<file path="src/rtl/adc_seq_pkg.sv">
package adc_seq_pkg;
  typedef enum logic [2:0] {
    PS_IDLE  = 3'd0,
    PS_CONV  = 3'd1,
    PS_NAP   = 3'd2,
    PS_SLEEP = 3'd3,
    PS_WAKE  = 3'd4
  } pwr_state_e;

  localparam int CFG_W = 6;
  localparam logic [CFG_W-1:0] CFG_RESET = 6'b100000;
endpackage

</file>
<file path="src/rtl/adc_sync.sv">
module adc_sync #(
  parameter int         W       = 1,
  parameter logic [W-1:0] RST_VAL = '0
) (
  input  logic         clk_i,
  input  logic         rst_ni,
  input  logic [W-1:0] d_i,
  output logic [W-1:0] q_o
);
  logic [W-1:0] s1_q, s2_q;

  always_ff @(posedge clk_i or negedge rst_ni) begin
    if (!rst_ni) begin
      s1_q <= RST_VAL;
      s2_q <= RST_VAL;
    end else begin
      s1_q <= d_i;
      s2_q <= s1_q;
    end
  end

  assign q_o = s2_q;
endmodule

</file>
<file path="src/rtl/adc_pwr_ctrl.sv">
module adc_pwr_ctrl
  import adc_seq_pkg::*;
#(
  parameter int CONV_CYC = 16,
  parameter int WAKE_CYC = 10000
) (
  input  logic       clk_i,
  input  logic       rst_ni,
  input  logic       conv_lvl_i,
  input  logic       conv_rise_i,
  input  logic       slp_i,
  output pwr_state_e state_o,
  output logic       start_o,
  output logic       done_o
);
  localparam int CNT_MAX = (CONV_CYC > WAKE_CYC) ? CONV_CYC : WAKE_CYC;
  localparam int CNT_W   = $clog2(CNT_MAX + 1);

  pwr_state_e       state_q;
  logic [CNT_W-1:0] cnt_q;

  assign start_o = (state_q == PS_IDLE) && conv_rise_i;
  assign done_o  = (state_q == PS_CONV) && (cnt_q == '0);
  assign state_o = state_q;

  always_ff @(posedge clk_i or negedge rst_ni) begin
    if (!rst_ni) begin
      state_q <= PS_IDLE;
      cnt_q   <= '0;
    end else begin
      unique case (state_q)
        PS_IDLE: if (conv_rise_i) begin
          state_q <= PS_CONV;
          cnt_q   <= CNT_W'(CONV_CYC - 1);
        end
        PS_CONV: begin
          if (cnt_q == '0) begin
            if (conv_lvl_i) state_q <= slp_i ? PS_SLEEP : PS_NAP;
            else            state_q <= PS_IDLE;
          end else begin
            cnt_q <= cnt_q - 1'b1;
          end
        end
        PS_NAP: if (!conv_lvl_i) state_q <= PS_IDLE;
        PS_SLEEP: if (!conv_lvl_i) begin
          state_q <= PS_WAKE;
          cnt_q   <= CNT_W'(WAKE_CYC - 1);
        end
        PS_WAKE: begin
          if (cnt_q == '0) state_q <= PS_IDLE;
          else             cnt_q   <= cnt_q - 1'b1;
        end
        default: state_q <= PS_IDLE;
      endcase
    end
  end
endmodule

</file>
<file path="src/rtl/adc_serial_port.sv">
module adc_serial_port
  import adc_seq_pkg::*;
#(
  parameter int RES_W = 12
) (
  input  logic             clk_i,
  input  logic             rst_ni,
  input  logic             en_i,
  input  logic             sck_rise_i,
  input  logic             sck_fall_i,
  input  logic             sdi_i,
  input  logic             start_i,
  input  logic             done_i,
  input  logic [RES_W-1:0] result_i,
  output logic [CFG_W-1:0] cfg_o,
  output logic             acq_o,
  output logic             sdo_bit_o
);
  localparam int RC_W = $clog2(CFG_W + 1);

  logic [RES_W-1:0] out_sr_q;
  logic [CFG_W-2:0] in_sr_q;
  logic [RC_W-1:0]  rcnt_q;
  logic [CFG_W-1:0] cfg_q;
  logic             acq_q;

  always_ff @(posedge clk_i or negedge rst_ni) begin
    if (!rst_ni) begin
      in_sr_q <= '0;
      rcnt_q  <= '0;
      cfg_q   <= CFG_RESET;
      acq_q   <= 1'b0;
    end else if (start_i) begin
      rcnt_q <= '0;
      acq_q  <= 1'b0;
    end else if (en_i && sck_rise_i && (rcnt_q < RC_W'(CFG_W))) begin
      rcnt_q <= rcnt_q + 1'b1;
      if (rcnt_q == RC_W'(CFG_W - 1)) begin
        cfg_q <= {in_sr_q, sdi_i};
        acq_q <= 1'b1;
      end else begin
        in_sr_q <= {in_sr_q[CFG_W-3:0], sdi_i};
      end
    end
  end

  // result load wins over a coincident shift
  always_ff @(posedge clk_i or negedge rst_ni) begin
    if (!rst_ni)                out_sr_q <= '0;
    else if (done_i)            out_sr_q <= result_i;
    else if (en_i && sck_fall_i) out_sr_q <= {out_sr_q[RES_W-2:0], 1'b0};
  end

  assign cfg_o     = cfg_q;
  assign acq_o     = acq_q;
  assign sdo_bit_o = out_sr_q[RES_W-1];
endmodule

</file>
<file path="src/rtl/adc_port_seq.sv">
module adc_port_seq
  import adc_seq_pkg::*;
#(
  parameter int RES_W    = 12,
  parameter int CONV_CYC = 16,
  parameter int WAKE_CYC = 10000
) (
  input  logic             clk_i,
  input  logic             rst_ni,
  input  logic             convst_i,
  input  logic             sck_i,
  input  logic             sdi_i,
  input  logic [RES_W-1:0] sar_data_i,
  output logic             sdo_o,
  output logic             sdo_oe_o,
  output logic [2:0]       pwr_state_o,
  output logic [5:0]       cfg_o,
  output logic             acq_o
);
  logic       conv_s, sck_s, sdi_s;
  logic       conv_prev_q, sck_prev_q;
  logic       conv_rise, sck_rise, sck_fall;
  logic       start, done, sdo_bit, port_en;
  pwr_state_e state;

  // convst resets high so the output starts disabled
  adc_sync #(.W(1), .RST_VAL(1'b1)) i_sync_conv (
    .clk_i(clk_i), .rst_ni(rst_ni), .d_i(convst_i), .q_o(conv_s)
  );

  adc_sync #(.W(2), .RST_VAL(2'b00)) i_sync_ser (
    .clk_i(clk_i), .rst_ni(rst_ni), .d_i({sck_i, sdi_i}), .q_o({sck_s, sdi_s})
  );

  always_ff @(posedge clk_i or negedge rst_ni) begin
    if (!rst_ni) begin
      conv_prev_q <= 1'b1;
      sck_prev_q  <= 1'b0;
    end else begin
      conv_prev_q <= conv_s;
      sck_prev_q  <= sck_s;
    end
  end

  assign conv_rise = conv_s & ~conv_prev_q;
  assign sck_rise  = sck_s & ~sck_prev_q;
  assign sck_fall  = ~sck_s & sck_prev_q;
  assign port_en   = ~conv_s && (state != PS_CONV);

  adc_pwr_ctrl #(.CONV_CYC(CONV_CYC), .WAKE_CYC(WAKE_CYC)) i_ctrl (
    .clk_i      (clk_i),
    .rst_ni     (rst_ni),
    .conv_lvl_i (conv_s),
    .conv_rise_i(conv_rise),
    .slp_i      (cfg_o[0]),
    .state_o    (state),
    .start_o    (start),
    .done_o     (done)
  );

  adc_serial_port #(.RES_W(RES_W)) i_port (
    .clk_i     (clk_i),
    .rst_ni    (rst_ni),
    .en_i      (port_en),
    .sck_rise_i(sck_rise),
    .sck_fall_i(sck_fall),
    .sdi_i     (sdi_s),
    .start_i   (start),
    .done_i    (done),
    .result_i  (sar_data_i),
    .cfg_o     (cfg_o),
    .acq_o     (acq_o),
    .sdo_bit_o (sdo_bit)
  );

  assign sdo_oe_o    = ~conv_s;
  assign sdo_o       = sdo_oe_o & sdo_bit;
  assign pwr_state_o = state;
endmodule

</file>
<file path="config.mk">
export PLATFORM = sky130hd
export DESIGN_NAME = adc_port_seq
export DESIGN_NICKNAME = d
export VERILOG_FILES = /design/src/rtl/adc_seq_pkg.sv /design/src/rtl/adc_sync.sv /design/src/rtl/adc_pwr_ctrl.sv /design/src/rtl/adc_serial_port.sv /design/src/rtl/adc_port_seq.sv
export SDC_FILE = /design/constraint.sdc
export NUM_CORES = 1
export LEC_CHECK = 0
export BUFFER_PORTS_ARGS = -buffer_cell sky130_fd_sc_hd__clkbuf_2
export CORE_MARGIN = 2
export CORE_UTILIZATION = 35
export CTS_CLUSTER_SIZE = 16
export DETAILED_ROUTE_END_ITERATION = 6
export GPL_ROUTABILITY_DRIVEN = 1
export PLACE_DENSITY = 0.55
export SLEW_MARGIN = 20
export SYNTH_ARGS = -nofsm -noshare
export SYNTH_HDL_FRONTEND = slang
export SYNTH_SLANG_ARGS = --single-unit
</file>
<file path="constraint.sdc">
create_clock -name clk_i -period 3.67 [get_ports clk_i]
set_clock_uncertainty 0.05 [all_clocks]
set_input_delay 0.1835 -clock clk_i [delete_from_list [all_inputs] [get_ports clk_i]]
set_output_delay 0.1835 -clock clk_i [all_outputs]
set_load 0.005 [all_outputs]
</file>
==> flow_metrics.tcl, run 1 <==
set metrics [dict create \
    grt_usage_pct 13.6 \
    synth_cell_types 48 \
    critPathLaunch "i_ctrl.cnt_q[0]" \
    coreArea_um2 6830 \
    slew_viol_final 0 \
    cp-end-kind "flop" \
    max_freq_mhz 396 \
    async_flop_share_pct 100 \
    place_area_um2 2710 \
    hp-start "sar_data_i[0]" \
    syn_inst 223 \
    drtIter0Drc 70 \
    yosys-top-cells-area "dfrtp_1 (48%), mux2_2 (5.0%), dfstp_2 (4.2%), a22o_4 (4.2%), a21o_1 (3.6%)" \
    final_nets 274 \
    cts_tree "built" \
    drtPass1Iterations 4 \
    cp.arrival_ns 2.73 \
    clk_pin_slew_ns 0.10 \
    p_per_area_nw_per_um2 623 \
    status "finished clean" \
    drc 0 \
    required_ns 3.87 \
    post-route-min-period_ns 2.53 \
    crit_type "flop to flop" \
    num_io_pins 29 \
    dpl.hpwl_um 3430 \
    synth_top_area_share_pct 48.4 \
    synth_commonest_cells "dfrtp_1 (48), o21ai_0 (17), nand2_1 (14)" \
    routed_via_density 5.03 \
    cp_slowest_stage_delay_ns 0.51 \
    cts_root_buf "clkbuf_8" \
    drive_gt1_share_pct 25.9 \
    vdd_drop_max_mv 0.265 \
    cts.sinks 52 \
    grt_max_degree 36 \
    min_period_over_period_pct 68.9 \
    setup_slack_ns 1.14 \
    path_cells "inv_1 -> ha_1 -> or3b_2 -> nor3_4 -> and3_1 -> buf_4 -> a22o_1 -> a21o_1" \
    final_core_util_pct 41.8 \
    worst_slew_pin_slew_ns 0.889 \
    num_antenna_cells 0 \
    hold_violations 0 \
    crit_slowest_cell "or3b_2" \
    hold_buffers 4 \
    gp_congestion 0.844 \
    synthFlopType "dfrtp_1" \
    die_y_um 88.2 \
    grt_antenna_before_repair 0 \
    synth_area_um2 2480 \
    final_area_um2 2860 \
    startpoint_type "flop" \
    synth_edf_count 0 \
    postCtsSetupBuffers 0 \
    hold_class "input pin to flop" \
    routed_wl_um 4880 \
    clock_latency_ns 0.30 \
    num_vias 1766 \
    preCtsSetupSlack_ns 1.15 \
    grt_overflow 0 \
    relSlewSlack_pct 40.7 \
    clk_path_buf_depth 2 \
    syn_nets 243 \
    synthToLayoutAreaGrowth_pct 15.2 \
    grt_first_pass_wirelength_um 8290 \
    avgSynthCellArea_um2 11.1 \
    synth-warning-count 0 \
    tns_ns 0 \
    dieArea_um2 7780 \
    yosys_register_bits 52 \
    io_buffers 28 \
    rsz0062_at_grt "false" \
    maxCapViolations 0 \
    path_max_fanout 10 \
    cts_buffers 5 \
    fp-row-count 30 \
    yosysSeqAreaShare_pct 52.6 \
    start_util_pct 36.3 \
    wl_per_cell_um 13.9 \
    setup_viol 0 \
    htree_levels 2 \
    synth_largest_area_cell "dfrtp_1" \
    p_leak_nw 1.39 \
    ctsResizeCount 0 \
    ant_nets 0 \
    power_w 0.00178 \
    synth.most_common_cell "dfrtp_1" \
    die_w_um 88.2 \
    grt_pass1_vias 1757 \
    reg2reg_from "i_ctrl.cnt_q[0]" \
]
## state kept, by name (all words and copies together) (netlist names)
| signal | count |
|---|---|
| sck_prev_q | 1 |
| i_port.rcnt_q | 3 |
| i_port.cfg_o | 6 |
| i_port.acq_o | 1 |
| i_port.out_sr_q | 12 |
| i_sync_ser.s1_q | 2 |
| conv_prev_q | 1 |
| i_ctrl.state_o | 3 |
| i_port.in_sr_q | 5 |
| i_ctrl.cnt_q | 14 |
| i_sync_ser.q_o | 2 |
| i_sync_conv.s1_q | 1 |
| i_sync_conv.q_o | 1 |
## worst paths after layout
path                            depth (start not counted)  slack [ns]                   to
worst max-delay path                                    8        1.14  i_port.out_sr_q[10]
worst min-delay path                                    3        0.03   i_port.out_sr_q[0]
worst max register to register                          8        1.14  i_port.out_sr_q[10]
worst min register to register                          0        0.31    i_sync_ser.q_o[0]
max in group asynchronous                               3        2.26      i_sync_conv.q_o
min in group asynchronous                               2        0.49      i_ctrl.cnt_q[5]
## metal layers
layer,track usage (%),vias up,part of all wire (%)
li1,-,879,-
met1,18.8,847,50
met4,4.27,0,0.55
met5,0,-,0
met3,3.17,2,5.0
met2,21.3,38,44
## through the flow
step	std cells	hold WS, ns
floorplan	223	-0.162
finish	351	0.0320
CTS	351	0.0294
global placement	339	0.223
detailed placement	339	0.223
global route	351	0.0330
## worst max-delay path, delay by kind of cell, from the launching register on
family	cells	cell delay (ns)
buf+inv	2	0.35
simple gates	3	1.27
flops	1	0.40
fa+ha+maj	1	0.19
compound gates	2	0.22
## cell families after synthesis
logic type / count (synthesis) / synth area share (%)
xor+xnor: 1 / 0.353
compound gates: 66 / 20.0
buf+inv: 19 / 3.78
fa+ha+maj: 3 / 1.51
flops: 52 / 52.6
simple gates: 69 / 16.0
mux: 13 / 5.80
## layout make-up
type	instances	area [µm²]
Clock buffer	6	72.6
Clock inverter	2	38.8
Fill cell	690	3970
Inverter	8	30.0
Multi-Input combinational cell	152	1090
Sequential cell	52	1310
Tap cell	96	120
Timing Repair Buffer	35	203
## cells in the final DEF (no fill, tap or decap), types with 2 or more instances in the layout
master and n:
dfrtp_1 48, clkbuf_2 28, o21ai_0 17, nand2_1 14
nor2_1 12, a21o_1 12, mux2_2 11, a21oi_1 9
inv_1 8, or4_1 6, a22o_4 6, a31oi_1 5
clkbuf_8 5, nand2b_1 4, a22o_1 4, nor3_1 4
o31ai_1 4, or3_1 4, dfstp_2 4, dlygate4sd3_1 4
nor3b_1 3, and3_1 3, nand3_1 3, ha_1 3
buf_4 3, nor2b_1 2, mux2i_1 2, o211ai_1 2
o21a_1 2, nor4_1 2
## report_power, final
group / internal (W) / switching [W]
clock: 0.000206 / 0.000193
sequential: 0.000709 / 0.000133
combinational: 0.000215 / 0.000327
(Power assumes the default switching activity.)
==> run 2: changes to the inputs <==
==> constraint.sdc (replaced) <==
create_clock -name clk_i -period 2.5 [get_ports clk_i]
set_clock_uncertainty 0.05 [all_clocks]
set_input_delay 0.125 -clock clk_i [delete_from_list [all_inputs] [get_ports clk_i]]
set_output_delay 0.125 -clock clk_i [all_outputs]
set_load 0.005 [all_outputs]
==> run 2 against run 1 <==
Effect of this change:
- via count increased by 2.2%
- sequential share of layout area decreased by 0.90 points
- global-route usage increased by 0.47 points
- sequential cell count is the same
- register-to-register slack worse by 0.95 ns
- hold slack better by 0.022 ns
- design area grew 2.0%
- power up 47%
==> flow_metrics.tcl, run 2 (synthesized netlist as in run 1, its figures left out) <==
set metrics [dict create \
    hold_violations 0 \
    drtIter0Drc 90 \
    cts.sinks 52 \
    cp.arrival_ns 2.45 \
    slew_viol_final 0 \
    htree_levels 2 \
    max_freq_mhz 434 \
    dieArea_um2 7780 \
    cts_root_buf "clkbuf_8" \
    grt_first_pass_wirelength_um 8550 \
    crit_type "flop to flop" \
    crit_slowest_cell "or3b_2" \
    largest-register "i_ctrl.cnt_q" \
    synthToLayoutAreaGrowth_pct 17.5 \
    r2r_cells 8 \
    largest_reg_flops 14 \
    swShare_pct 38.4 \
    grt_usage_pct 14.1 \
    final_nets 284 \
    grt_antenna_before_repair 0 \
    maxCapViolations 0 \
    cp-end-kind "flop" \
    hp-start "sar_data_i[3]" \
    pwr-share-clk_pct 18.7 \
    final_core_util_pct 42.7 \
    setup_viol 0 \
    path_cells "inv_1 -> ha_1 -> or3b_2 -> nor3_4 -> buf_4 -> and3_1 -> nor4_1 -> mux2i_1" \
    routed_via_density 5.00 \
    critPathLaunch "i_ctrl.cnt_q[0]" \
    num_vias 1805 \
    num_antenna_cells 0 \
    min_period_over_period_pct 92.2 \
    ant_nets 0 \
    required_ns 2.64 \
    cts_buffers 5 \
    gp_congestion 0.868 \
    final_cell_mix "dfrtp_1 (48), clkbuf_2 (28), o21ai_0 (17), nand2_1 (14)" \
    num_io_pins 29 \
    p_comb_share_pct 34.9 \
    relSlewSlack_pct 51.3 \
    fp-row-count 30 \
    tns_ns 0 \
    io_buffers 28 \
    clock_latency_ns 0.31 \
    worst_slew_pin_slew_ns 0.728 \
    coreArea_um2 6830 \
    p_seq_share_pct 46.4 \
    p_per_area_nw_per_um2 896 \
    p_sw_w 0.00100 \
    vdd_drop_max_mv 0.429 \
    p_leak_nw 1.42 \
    holdWs_ns 0.0544 \
    start_util_pct 36.3 \
    status "finished clean" \
    drtPass1Iterations 4 \
    p_int_w 0.00161 \
    grt_max_degree 53 \
    die_y_um 88.2 \
    hold_class "input pin to flop" \
    routed_wl_um 4920 \
    grt_pass1_vias 1768 \
    clk_path_buf_depth 2 \
    hold_depth 3 \
    rsz0062_at_grt "false" \
    final_common_cell "dfrtp_1" \
    dpl.hpwl_um 3410 \
    startpoint_type "flop" \
    n_fill_cell 674 \
    drive_gt1_share_pct 27.9 \
    die_w_um 88.2 \
    cts_tree "built" \
    cp_slowest_stage_delay_ns 0.51 \
    clk_pin_slew_ns 0.10 \
    reg2reg_from "i_ctrl.cnt_q[0]" \
    wl_per_cell_um 13.6 \
    grt_overflow 0 \
    path_max_fanout 9 \
    post-route-min-period_ns 2.31 \
    drc 0 \
]
## run 2: changes by cell type in the layout (fill, tap and decap cells not counted), sizes merged
cell	delta
clkinvlp	+1
clkinv	+1
inv	-1
buf	+8
bufinv	-1
dlygate4sd3	+2
## run 2: what timing repair did
action,CTS,global route
resized for setup,0,0
endpoints found under the hold margin,53,0
setup buffers,0,0
hold buffers,6,0
## run 2: stage by stage
step / area, µm² / std cells / power, W / worst slack, ns
2_1_floorplan: 2480 / 223 / 0.00180 / 0.302
3_3_place_gp: 2770 / 347 / 0.00212 / 0.236
3_5_place_dp: 2770 / 347 / 0.00213 / 0.221
4_1_cts: 2920 / 361 / 0.00264 / 0.207
5_1_grt: 2920 / 361 / 0.00282 / 0.0612
6_report: 2920 / 361 / 0.00261 / 0.195
## run 2: cell type report
type	count	area [µm²]	area share, %
inverter	8	30.0	1.03
clock buffer	6	72.6	2.49
sequential	52	1310	44.8
multi-input combinational	152	1090	37.3
tap	96	120	4.12
clock inverter	2	16.3	0.558
timing repair buffer	45	283	9.70
## run 2: power groups by stage
stage	sequential, W	clock [W]	combinational [W]
after global placement	0.00123	0	0.000893
after floorplan	0.00119	0	0.000609
after global routing	0.00124	0.000553	0.00103
after detailed placement	0.00123	0	0.000904
after CTS	0.00121	0.000512	0.000916
final	0.00121	0.000489	0.000912
## run 2: final timing paths
kind,end,slack [ns]
worst min register to register,i_sync_ser.q_o[1],0.31
worst min-delay path,i_port.out_sr_q[3],0.05
worst max register to register,i_ctrl.cnt_q[5],0.19
worst max-delay path,i_ctrl.cnt_q[5],0.19
min in group asynchronous,i_ctrl.cnt_q[12],0.41
max in group asynchronous,i_port.cfg_o[2],1.55
## run 2: critical path: cells and delay by family (launching register included)
kind                       cells  cell delay (ns)
muxes                          1             0.15
and+or+nand+nor                4             1.10
adders and majority gates      1             0.20
DFF                            1             0.41
buffers and inverters          2             0.28
## run 2: per-layer routing
metal  GRT usage (%)  up-vias  part of all wire (%)
met3            4.10        4                   4.8
met4            4.13        0                   1.3
met5               0        -                     0
met2            20.8       39                    44
li1                -      900                     -
met1            20.2      862                    50
